### src/rtl/f2x_pkg.sv
package f2x_pkg;
    // Class of an incoming float word; drives the output selection.
    typedef enum logic [1:0] {
        CLS_ZERO,   // exponent field zero: zero or subnormal, flushed
        CLS_NUM,    // finite normal value
        CLS_INF,    // exponent all ones, fraction zero
        CLS_NAN     // exponent all ones, fraction nonzero
    } f2x_cls_e;
endpackage

### src/rtl/f2x_unpack.sv
module f2x_unpack #(
    parameter int EXP_W    = 8,
    parameter int FRAC_W   = 23,
    parameter int OUT_FRAC = 16,
    parameter int SH_LIM   = 31,
    parameter int SH_W     = 6
) (
    input  logic [EXP_W+FRAC_W:0]  flt,
    output logic                   sign,
    output f2x_pkg::f2x_cls_e      cls,
    output logic [FRAC_W:0]        sig,
    output logic signed [SH_W-1:0] shamt
);
    import f2x_pkg::*;

    localparam int BIAS      = (1 << (EXP_W - 1)) - 1;
    localparam int SHIFT_OFS = BIAS + FRAC_W - OUT_FRAC;
    localparam int RAW_W     = EXP_W + 2;

    logic [EXP_W-1:0]        expf;
    logic [FRAC_W-1:0]       frac;
    logic signed [RAW_W-1:0] raw;
    logic signed [RAW_W-1:0] clamped;

    assign sign = flt[EXP_W+FRAC_W];
    assign expf = flt[EXP_W+FRAC_W-1:FRAC_W];
    assign frac = flt[FRAC_W-1:0];

    always_comb begin
        if (expf == '0)
            cls = CLS_ZERO;
        else if (expf == '1)
            cls = (frac == '0) ? CLS_INF : CLS_NAN;
        else
            cls = CLS_NUM;
    end

    // Hidden one only for normal values; zero-class significand is zero.
    assign sig = (expf == '0) ? '0 : {1'b1, frac};

    assign raw = $signed({2'b00, expf}) - $signed(RAW_W'(SHIFT_OFS));

    always_comb begin
        if (raw > $signed(RAW_W'(SH_LIM)))
            clamped = $signed(RAW_W'(SH_LIM));
        else if (raw < -$signed(RAW_W'(SH_LIM)))
            clamped = -$signed(RAW_W'(SH_LIM));
        else
            clamped = raw;
    end

    assign shamt = clamped[SH_W-1:0];
endmodule

### src/rtl/f2x_shift_round.sv
module f2x_shift_round #(
    parameter int SIG_W   = 24,
    parameter int SH_LIM  = 31,
    parameter int SH_W    = 6,
    parameter bit ALT_RND = 1'b0,
    parameter int MAG_W   = SIG_W + SH_LIM
) (
    input  logic [SIG_W-1:0]       sig,
    input  logic signed [SH_W-1:0] shamt,
    output logic [MAG_W-1:0]       mag
);
    localparam int EXT_W = SIG_W + SH_LIM;

    logic              go_right;
    logic [SH_W-1:0]   neg_amt;
    logic [SH_W-2:0]   lsh;
    logic [SH_W-2:0]   rsh;
    logic [EXT_W-1:0]  ext;
    logic [SIG_W-1:0]  trunc;
    logic              rnd_bit;
    logic              stk_bit;
    logic [SIG_W:0]    rounded;

    assign go_right = shamt[SH_W-1];
    assign neg_amt  = -shamt;
    assign lsh      = go_right ? '0 : shamt[SH_W-2:0];
    assign rsh      = go_right ? neg_amt[SH_W-2:0] : '0;

    // Discarded bits land in the low SH_LIM positions of ext.
    assign ext     = {sig, {SH_LIM{1'b0}}} >> rsh;
    assign trunc   = ext[EXT_W-1:SH_LIM];
    assign rnd_bit = ext[SH_LIM-1];
    assign stk_bit = |ext[SH_LIM-2:0];

    generate
        if (ALT_RND) begin : g_rnd_alt
            logic [SIG_W:0] bumped;
            assign bumped  = {1'b0, trunc} + {{SIG_W{1'b0}}, rnd_bit};
            assign rounded = (rnd_bit && !stk_bit) ? {bumped[SIG_W:1], 1'b0} : bumped;
        end else begin : g_rnd_lit
            logic inc;
            assign inc     = rnd_bit & (stk_bit | trunc[0]);
            assign rounded = {1'b0, trunc} + {{SIG_W{1'b0}}, inc};
        end
    endgenerate

    assign mag = go_right ? MAG_W'(rounded) : (MAG_W'(sig) << lsh);
endmodule

### src/rtl/f2x_pack.sv
module f2x_pack #(
    parameter int OUT_W = 32,
    parameter int MAG_W = 55
) (
    input  logic              sign,
    input  f2x_pkg::f2x_cls_e cls,
    input  logic [MAG_W-1:0]  mag,
    output logic [OUT_W-1:0]  data,
    output logic              ovf
);
    import f2x_pkg::*;

    localparam logic [OUT_W-1:0] SAT_POS = {1'b0, {(OUT_W-1){1'b1}}};
    localparam logic [OUT_W-1:0] SAT_NEG = {1'b1, {(OUT_W-1){1'b0}}};

    logic big;
    logic too_pos;
    logic too_neg;

    assign big     = |mag[MAG_W-1:OUT_W];
    assign too_pos = big | mag[OUT_W-1];
    assign too_neg = big | (mag[OUT_W-1] & (|mag[OUT_W-2:0]));

    always_comb begin
        data = '0;
        ovf  = 1'b0;
        unique case (cls)
            CLS_ZERO: begin
                data = '0;
                ovf  = 1'b0;
            end
            CLS_NUM: begin
                if (sign ? too_neg : too_pos) begin
                    data = sign ? SAT_NEG : SAT_POS;
                    ovf  = 1'b1;
                end else begin
                    data = sign ? -mag[OUT_W-1:0] : mag[OUT_W-1:0];
                end
            end
            CLS_INF: begin
                data = sign ? SAT_NEG : SAT_POS;
                ovf  = 1'b1;
            end
            CLS_NAN: begin
                data = SAT_POS;
                ovf  = 1'b1;
            end
        endcase
    end
endmodule

### src/rtl/f32_to_sfix.sv
module f32_to_sfix #(
    parameter bit REG_OUT  = 1'b1,
    parameter bit ALT_RND  = 1'b0,
    parameter int EXP_W    = 8,
    parameter int FRAC_W   = 23,
    parameter int OUT_W    = 32,
    parameter int OUT_FRAC = 16
) (
    input  logic                    clk,
    input  logic                    rst_n,
    input  logic [EXP_W+FRAC_W:0]   flt_in,
    input  logic                    flt_valid,
    output logic [OUT_W-1:0]        fix_out,
    output logic                    fix_valid,
    output logic                    fix_ovf
);
    import f2x_pkg::*;

    localparam int SIG_W  = FRAC_W + 1;
    localparam int SH_LIM = OUT_W - 1;
    localparam int SH_W   = $clog2(SH_LIM + 1) + 1;
    localparam int MAG_W  = SIG_W + SH_LIM;

    logic                   u_sign;
    f2x_cls_e               u_cls;
    logic [SIG_W-1:0]       u_sig;
    logic signed [SH_W-1:0] u_shamt;
    logic [MAG_W-1:0]       u_mag;
    logic [OUT_W-1:0]       nxt_data;
    logic                   nxt_ovf;

    f2x_unpack #(
        .EXP_W(EXP_W), .FRAC_W(FRAC_W), .OUT_FRAC(OUT_FRAC),
        .SH_LIM(SH_LIM), .SH_W(SH_W)
    ) unpack_i (
        .flt(flt_in), .sign(u_sign), .cls(u_cls), .sig(u_sig), .shamt(u_shamt)
    );

    f2x_shift_round #(
        .SIG_W(SIG_W), .SH_LIM(SH_LIM), .SH_W(SH_W), .ALT_RND(ALT_RND), .MAG_W(MAG_W)
    ) shround_i (
        .sig(u_sig), .shamt(u_shamt), .mag(u_mag)
    );

    f2x_pack #(
        .OUT_W(OUT_W), .MAG_W(MAG_W)
    ) pack_i (
        .sign(u_sign), .cls(u_cls), .mag(u_mag), .data(nxt_data), .ovf(nxt_ovf)
    );

    generate
        if (REG_OUT) begin : g_reg
            logic [OUT_W-1:0] data_q;
            logic             ovf_q;
            logic             vld_q;

            always_ff @(posedge clk) begin
                if (!rst_n) begin
                    data_q <= '0;
                    ovf_q  <= 1'b0;
                    vld_q  <= 1'b0;
                end else begin
                    vld_q <= flt_valid;
                    if (flt_valid) begin
                        data_q <= nxt_data;
                        ovf_q  <= nxt_ovf;
                    end
                end
            end

            assign fix_out   = data_q;
            assign fix_ovf   = ovf_q;
            assign fix_valid = vld_q;

            assert_valid_lat_R9: assert property (@(posedge clk) disable iff (!rst_n)
                flt_valid |=> fix_valid);
            assert_idle_lat_R9: assert property (@(posedge clk) disable iff (!rst_n)
                !flt_valid |=> !fix_valid);
        end else begin : g_comb
            assign fix_out   = nxt_data;
            assign fix_ovf   = nxt_ovf;
            assign fix_valid = flt_valid;
        end
    endgenerate

    assert_zero_flush_R2: assert property (@(posedge clk) disable iff (!rst_n)
        (flt_in[EXP_W+FRAC_W-1:FRAC_W] == '0) |-> (nxt_data == '0 && !nxt_ovf));

    assert_sat_code_R8: assert property (@(posedge clk) disable iff (!rst_n)
        nxt_ovf |-> (nxt_data == {1'b0, {(OUT_W-1){1'b1}}} ||
                     nxt_data == {1'b1, {(OUT_W-1){1'b0}}}));

    assert_nan_pos_R8: assert property (@(posedge clk) disable iff (!rst_n)
        (flt_in[EXP_W+FRAC_W-1:FRAC_W] == '1 && flt_in[FRAC_W-1:0] != '0)
        |-> (nxt_ovf && !nxt_data[OUT_W-1]));

    assert_sign_match_R7: assert property (@(posedge clk) disable iff (!rst_n)
        (!nxt_ovf && nxt_data != '0) |-> (nxt_data[OUT_W-1] == flt_in[EXP_W+FRAC_W]));
endmodule

### config.mk
export PLATFORM = sky130hd
export DESIGN_NAME = f32_to_sfix
export DESIGN_NICKNAME = d
export VERILOG_FILES = /design/src/rtl/f2x_pkg.sv /design/src/rtl/f2x_unpack.sv /design/src/rtl/f2x_shift_round.sv /design/src/rtl/f2x_pack.sv /design/src/rtl/f32_to_sfix.sv
export SDC_FILE = /design/constraint.sdc
export NUM_CORES = 1
export LEC_CHECK = 0
export CAP_MARGIN = 10
export CELL_PAD_IN_SITES_DETAIL_PLACEMENT = 0
export CELL_PAD_IN_SITES_GLOBAL_PLACEMENT = 1
export CORE_MARGIN = 5
export CORE_UTILIZATION = 44
export DETAILED_ROUTE_END_ITERATION = 8
export PLACE_DENSITY_LB_ADDON = 0.05
export SETUP_SLACK_MARGIN = 0.05
export SLEW_MARGIN = 20
export SYNTH_ARGS = -nofsm -noshare
export SYNTH_HDL_FRONTEND = slang
export SYNTH_SLANG_ARGS = --single-unit
### constraint.sdc
create_clock -name clk -period 14.1 [get_ports clk]
set_input_delay 2.82 -clock clk [delete_from_list [all_inputs] [get_ports clk]]
set_output_delay 2.82 -clock clk [all_outputs]
set_load 0.1 [all_outputs]
; After elaboration in Yosys (flattened, before gate mapping)
; Index checks and enable logic that the tools add are counted.
[totals]
word_cells = 43
inputBits = 35
reg_bits = 34
[classes]
muxes = 16
shifts = 2
n_addsub = 4
eq_ne = 4
n_lt_le_gt_ge = 2
bitwise = 5
reduce_logical = 7
[op_table]
columns = cell, count
row1 = 32-bit case mux with 4 select lines, 1
row2 = 32-bit 2-to-1 mux, 3
row3 = 55-bit 2-to-1 mux, 1
row4 = 24-bit by 5-bit << shifter with 55-bit output, 1
row5 = 55-bit by 5-bit right shift with 55-bit output, 1
row6 = 32-bit negator, 1
row7 = 31-bit OR reduction, 1
row8 = 30-bit OR reduction, 1
row9 = 24-bit by 1-bit adder with 25-bit output, 1
row10 = 24-bit 2-to-1 mux, 1
row11 = 23-bit zero test, 1
row12 = 23-bit OR reduction, 1
row13 = 6-bit 2-to-1 mux, 2
row14 = 5-bit 2-to-1 mux, 2
row15 = "9-bit by 6-bit greater-than comparator with 1-bit output, second input constant", 1
row16 = "9-bit by 6-bit less-than comparator with 1-bit output, second input constant", 1
row17 = "8-bit by 8-bit subtractor with 9-bit output, second input constant", 1
row18 = "8-bit equality test, second input constant", 1
row19 = 8-bit zero test, 1
row20 = 5-bit negator, 1
row21 = "2-bit equality test, second input constant", 2
row22 = 2-bit 2-to-1 mux, 2
row23 = 1-bit 2-to-1 mux, 3
row24 = 1-bit OR, 3
row25 = other kinds (5), 6

; Depth between registers and ports, before layout
; Gate-level depths: netlist of the first run.
[depth]
word_depth = 18
mapped_depth = 37
ltp_nobuf = 26

; By module
; From an unflattened synthesis of the first run, not the netlist that was laid out.
[unflattened]
cells_unflattened = 1025
hier_area_um2 = 7729.9
[by_module_without_submodules]
columns = module, cells_each, seq_area_each_um2, instances, area_per_inst_um2
row1 = f2x_shift_round, 635, 0.0, 1, 4539.4
row2 = f2x_pack, 208, 0.0, 1, 1401.3
row3 = f32_to_sfix, 108, 680.7, 1, 1306.3
row4 = f2x_unpack, 74, 0.0, 1, 483.0

; Least setup slack after synthesis of the first run
; OpenSTA, ideal clock, no wires.
[synth_timing]
kind = input -> register
from = in flt_in[27]
to = reg g_reg.data_q[25] (netlist: fix_out[25])
setup_ps = 69
required_ps = 14031
slack_ps = 3043
cell_stages = 36
arrival_time_ps = 10988
cell_sequence = buf_4 > or4_4 > buf_6 > o21ai_4 > buf_6 > buf_6 > buf_2 > buf_1 > clkbuf_1 > buf_1 > a21oi_1 > a21oi_1 > ha_1 > a21boi_0 > a21o_1 > buf_2 > clkbuf_1 > nand3_1 > mux2i_1 > a211oi_1 > a32oi_1 > nand3_2 > nor2_1 > ha_1 > o41ai_1 > or4_1 > buf_2 > or4b_4 > nand3_2 > or4b_1 > nand4bb_4 > or4_1 > buf_2 > and3_4 > or4_1 > o21ai_1
[synth_via]
elab_chain_len = 18
word_cells_on_any_way = 34
classes_between = add/sub: 4 / order compare: 2 / eq/ne: 4 / shift: 2 / mux: 12 / bitwise: 5 / reduce/logical: 5
[synth_rtl]
columns = element, line
row1 = start: declaration, f32_to_sfix.sv:11  ; input logic [EXP_W+FRAC_W:0] flt_in,
row2 = "parallel branches: the longest is 17 deep, another holds 24-bit by 1-bit adder with 25-bit output", --
row3 = 32-bit case mux with 4 select lines (*), f2x_pack.sv:27  ; unique case (cls)
row4 = end signal: assignment, f32_to_sfix.sv:65  ; data_q <= nxt_data;
row5 = end: declaration, f32_to_sfix.sv:53  ; logic [OUT_W-1:0] data_q;
; Every way passes the cells marked *.
; A chain may end at the register's enable or synchronous reset.

; Worst setup path in the final report of the first run
[layout_timing]
from = in flt_in[25]
to = reg g_reg.data_q[25] (netlist: fix_out[25])
; Same word-level chain as after synthesis.

==> results of run 1 <==
==> layout make-up <==
type                    count  area, µm²
repair buffers             95      883.3
inverters                  19      71.32
fillers                  1991       9500
flip-flops and latches     34      680.7
multi-input cells        1089       7067
clock buffers               7      142.6
well taps                 234      292.8
clock inverters             1      5.005
==> registers in the layout (all words and copies together) (netlist names) <==
register	flops
fix_out	32
fix_ovf	1
fix_valid	1
==> how the worst min path moves through the flow <==
| stage | endpoint | slack (ns) | start | cells past startpoint |
|---|---|---|---|---|
| global route | fix_out[5] | 0.45 | fix_out[5] | 2 |
| finish | fix_out[5] | 0.43 | fix_out[5] | 2 |
| detailed placement | fix_out[5] | 0.43 | fix_out[5] | 2 |
| global placement | fix_out[5] | 0.43 | fix_out[5] | 2 |
| floorplan | fix_out[5] | 0.87 | fix_out[5] | 2 |
| CTS | fix_out[5] | 0.44 | fix_out[5] | 2 |
==> synthesized netlist by cell type, drive strengths merged (9+ instances only) <==
cell      n  share of area
a211oi   25          0.024
a21o     10         0.0090
a21oi   101          0.061
a221o    14          0.017
a221oi   23          0.030
a22oi    13          0.012
a31oi    25          0.020
and2     12         0.0090
and3     17          0.013
buf      44          0.033
clkbuf   66          0.030
dfxtp    34          0.082
inv      18         0.0081
mux2     23          0.031
mux2i    66          0.080
nand2   148          0.067
nand3    62          0.039
nand4    20          0.017
nor2    111          0.050
nor3     44          0.028
nor4     31          0.026
o211ai   18          0.016
o21a      9         0.0081
o21ai    96          0.059
o22ai    18          0.015
o31ai    19          0.019
or3      10         0.0075
or4      13          0.013
xnor2    16          0.017
xor2      9         0.0095
==> worst reg2reg max path, cell delays in order, from the launching register on <==
cell	delay (ns)
dfxtp_1	0.31
a221o_1	0.30
a21oi_1	0.12
nand2_1	0.06
==> stage by stage <==
stage                     hold WS (ns)  cells    util
after floorplan                 0.8697   1252       -
after global placement          0.4270   1471  0.4821
after detailed placement        0.4320   1471  0.4821
after CTS                       0.4364   1479  0.4900
after global routing            0.4523   1479  0.4904
final                           0.4337   1479  0.4904
==> cells by family (layout without fill, tap and decap cells) <==
kind of cell	count (synthesis)	count (layout)	share of synthesized area
muxes	89	89	0.1108
xor gates and xnor gates	25	25	0.02638
DFF	34	34	0.08199
and+or+nand+nor	515	515	0.3153
buffers and inverters	129	122	0.07144
AOI/OAI and AO/OA	455	455	0.3866
adders and majority gates	5	5	0.007536
==> routing by layer <==
layer | GRT usage | part of all wire
met5 | 0 | 0
met4 | 0.07549 | 0.024
met3 | 0.06169 | 0.11
met2 | 0.4816 | 0.42
met1 | 0.5006 | 0.44
==> report_power, final <==
group	switching (mW)	internal [mW]
Combinational	0.363	0.160
Sequential	0.00462	0.105
Clock	0.0405	0.0700
Total	0.408	0.335
==> run_results.csv, run 1 <==
group,metric,value,unit
grt,gr-total-overflow,0,
clock_network,cts-root-buf,"clkbuf_16",
power,power_density,81.38,nW/µm²
setup_path,crit_buf_inv,1,
power,finalPower,0.7440,mW
sta,period_share,0.9134,
routing,via_count,10550,
placement,placed_area,8987,µm²
placement,port_buffers,68,
setup_path,worst-path-stages,27,
sta,skew,0,ns
yosys,synth-seq-cells,34,
setup_path,cp_max_fo,22,
setup_path,r2r_setup_slack,13.20,ns
floorplan,rows,50,
clock_network,cts_setup_buffers,0,
routing,via_per_inst,7.133,
routing,wire_per_inst,25.36,µm
clock_network,clk_path_buf_depth,2,
sta,clock.fmax,77.65,MHz
grt,grtUsageTotal,0.3307,
routing,ant_nets,0,
power,p_leak,3.330,nW
final_layout,mostFrequentLayoutCell,"nand2_1",
setup_path,cpPeakStageDelay,0.86,ns
setup_path,r2r-start,"fix_out[29]",
yosys,synth_cell_types,105,
routing,drtIter0Drc,1419,
grt,grt_pass1_vias,9485,
clock_network,path_clk_slew,0.05,ns
flow_run,drv_cap,0,
setup_path,start_kind,"input port",
yosys,yosys_warnings,0,
yosys,synthArstFlopShare,0,
sta,min_period,12.88,ns
setup_path,timing.rr.end,"fix_out[29]",
yosys,syn_avg_cell_area,6.631,µm²
clock_network,numCtsBuffers,5,
sta,setup_violations,0,
power,vdd_ir_drop_max,0.00004774,V
clock_network,holdBufCountCts,0,
grt,grt_pass1_wl,57290,µm
clock_network,cts_max_level,2,
routing,wirelength,37500,µm
status,status,"complete, no violations",
yosys,synth_edf_count,0,
yosys,synth-main-ff-cell,"dfxtp_1",
yosys,syn-cell-area,8302,µm²
routing,drc_errors,0,
yosys,synth_cells,1252,
sta,hold_viol_final,0,
floorplan,core_area,18640,µm²
floorplan,dieArea,21720,µm²
setup_path,endpoint,"fix_out[25]",
final_layout,antenna_cells,0,
final_layout,fin_area,9143,µm²
placement,place.gp.congestion,1.012,
setup_path,arrival,13.09,ns
grt,antenna_found_initial,0,
clock_network,clock_sinks,34,
routing,drt_first_pass_iters,7,
setup_path,crit_start,"flt_in[25]",
floorplan,die_y,147.4,µm
yosys,yosysSeqAreaShare,0.08199,
placement,hpwl,28030,µm
clock_network,cts_tree,"built",
final_layout,drive_above_1_share,0.08594,
grt,grt_max_degree,69,
floorplan,io_pins,69,
floorplan,dieWidth,147.4,µm
setup_path,required,14.31,ns
setup_path,critPathTopFamily,"simple AND/OR/NAND/NOR gates",
final_layout,syn_to_final_growth,10.13,%
placement,dp_slack,1.238,ns
setup_path,crit_type,"input port to flip-flop",
final_layout,final_cell_mix,"nand2_1, nor2_1, a21oi_1",
floorplan,start_util,0.4453,
sta,rsz0062_at_grt,"no",
setup_path,end_kind,"flip-flop",
yosys,syn_nets,1292,
sta,worst_pin_slew,1.187,ns
final_layout,nNetsFinal,1284,
clock_network,cts_resized,0,
clock_network,clk_latency,0.28,ns
sta,slew_headroom,0.2018,
sta,tns,0,ns
sta,setup_ws,1.222,ns
worst_hold_path,hold_class,"flip-flop to flip-flop",
setup_path,cpMaxStageDelayCell,"ha_1",
sta,drv_slew,0,
setup_path,worstRegToRegCells,3,
No activity file was read; power rests on OpenSTA's default activity.
==> run 2: changes to the inputs <==
Settings changed: CORE_ASPECT_RATIO from default to 1.25.
==> run 2 against run 1 <==
Net effect:
- non-clock buffer count grew 3
- combinational power is essentially flat
- setup slack gained 0.073 ns
- critical path depth shrank 1
- core utilization grew 0.11 points
- flip-flop and latch count is the same
- routed wire length grew 0.29%
- sequential power is essentially flat
- total power shrank 0.79%
- register-to-register slack is essentially flat
- global-route usage grew 0.34 points
==> run_results.csv, run 2 (same netlist as run 1, synthesis figures left out) <==
group,metric,value,unit
worst_hold_path,min-delay-start,"fix_out[5]",
final_layout,multiInputGateArea,7066,µm²
sta,skew,0,ns
grt,grt_pass1_wl,57920,µm
setup_path,worstRegToRegCells,3,
sta,min_period,12.81,ns
sta,clock.fmax,78.09,MHz
worst_hold_path,hold_path_depth,2,
clock_network,numCtsBuffers,5,
setup_path,cpMaxStageDelayCell,"ha_1",
worst_hold_path,hold_class,"flip-flop to flip-flop",
clock_network,holdBufCountCts,0,
status,status,"complete, no violations",
setup_path,cp_max_fo,22,
floorplan,rows,56,
setup_path,cpPeakStageDelay,0.83,ns
sta,period_share,0.9082,
power,power_frac_clock,0.145,
clock_network,cts_setup_buffers,0,
sta,tns,0,ns
routing,ant_nets,0,
final_layout,mostFrequentLayoutCell,"nand2_1",
floorplan,core_area,18640,µm²
flow_run,drv_cap,0,
power,power.net_switching,0.4014,mW
clock_network,clk_latency,0.27,ns
routing,wire_per_inst,25.41,µm
clock_network,cts_max_level,2,
final_layout,fin_util,0.4915,
clock_network,cts_resized,0,
floorplan,start_util,0.4454,
grt,grtUsageTotal,0.3341,
power,p_seq_frac,0.149,
setup_path,timing.critical_path.mode_cell,"a21oi_1",
setup_path,r2r-start,"fix_out[29]",
final_layout,antenna_cells,0,
routing,via_count,10420,
clock_network,path_clk_slew,0.05,ns
setup_path,arrival,12.97,ns
clock_network,cts_tree,"built",
final_layout,syn_to_final_growth,10.35,%
worst_hold_path,whs_endpoint,"fix_out[5]",
setup_path,end_kind,"flip-flop",
sta,drv_slew,0,
final_layout,nNetsFinal,1287,
final_layout,fill_cells,2013,
floorplan,dieWidth,132.9,µm
sta,rsz0062_at_grt,"no",
grt,gr-total-overflow,0,
placement,place.gp.congestion,1.057,
final_layout,largest_reg_flops,32,
final_layout,drive_above_1_share,0.08894,
clock_network,clock_sinks,34,
final_layout,fin_area,9161,µm²
routing,drc_errors,0,
sta,slew_headroom,0.2989,
setup_path,crit_buf_inv,1,
grt,grt_pass1_vias,9849,
sta,setup_violations,0,
routing,drt_first_pass_iters,5,
routing,via_per_inst,7.039,
routing,drtIter0Drc,1075,
power,power_density,80.57,nW/µm²
setup_path,timing.rr.end,"fix_out[29]",
final_layout,seq_area,680.7,µm²
clock_network,clk_path_buf_depth,2,
placement,placed_area,9014,µm²
final_layout,final_cell_mix,"nand2_1, nor2_1, a21oi_1",
placement,hpwl,28990,µm
floorplan,io_pins,69,
setup_path,critPathTopFamily,"compound AO/OA/AOI/OAI gates",
setup_path,start_kind,"input port",
placement,port_buffers,68,
power,vdd_ir_drop_max,0.00005711,V
grt,antenna_found_initial,0,
power,internal_power,0.3367,mW
clock_network,cts-root-buf,"clkbuf_16",
power,p_leak,3.344,nW
power,comb_power_share,0.706,
setup_path,required,14.26,ns
setup_path,crit_type,"input port to flip-flop",
sta,hold_viol_final,0,
sta,worst_pin_slew,1.044,ns
floorplan,die_y,163.6,µm
routing,wirelength,37610,µm
setup_path,r2r_setup_slack,13.20,ns
grt,grt_max_degree,69,
floorplan,dieArea,21730,µm²
power,p_sw_frac,0.5438,
-- run 2: final cells by class --
type                       count  share of cell area
clock buffer                   7             0.01557
clock inverter                 1           0.0005463
inverter                      19            0.007785
multi-input combinational   1089              0.7712
sequential                    34             0.07430
tap                          232             0.03169
timing repair buffer          98             0.09888
-- run 2: layer usage --
layer  part of all wire  routed length [µm]  GRT usage  vias to the layer above
met5                  0                   0          0                        -
met4              0.072                2719     0.2108                        0
met3              0.073                2739    0.03142                      156
met2               0.47               17650     0.5686                      564
met1               0.39               14500     0.4035                     4863
li1                   -                   -          -                     4835
-- run 2: worst max-delay path by stage --
stage                           from          end  slack, ns  depth (start not counted)
final                     flt_in[26]  fix_out[27]       1.29                         26
after CTS                 flt_in[26]  fix_out[27]       1.48                         26
after detailed placement  flt_in[26]  fix_out[27]       1.21                         26
after floorplan           flt_in[27]  fix_out[25]       3.04                         36
after global placement    flt_in[26]  fix_out[27]       1.41                         26
after global routing      flt_in[25]  fix_out[27]       0.60                         27
-- run 2: power groups by stage --
stage | clock [mW] | combinational, mW | sequential, mW
finish | 0.107 | 0.521 | 0.110
global placement | 0 | 0.509 | 0.112
floorplan | 0 | 0.307 | 0.177
CTS | 0.109 | 0.510 | 0.110
detailed placement | 0 | 0.508 | 0.112
global route | 0.114 | 0.555 | 0.111
-- run 2: worst reg2reg max path: stages (launching register included) --
cell	delay [ns]
dfxtp_1	0.31
a221o_1	0.31
a21oi_1	0.12
nand2_1	0.06
-- run 2: through the flow --
step	worst slack (ns)	instances	hold slack [ns]	total power, mW
4_1_cts	1.483	1480	0.4413	0.7289
5_1_grt	0.5982	1480	0.4562	0.7806
3_5_place_dp	1.205	1472	0.4338	0.6196
2_1_floorplan	3.043	1252	0.8697	0.4840
3_3_place_gp	1.415	1472	0.4241	0.6202
6_report	1.295	1480	0.4370	0.7381
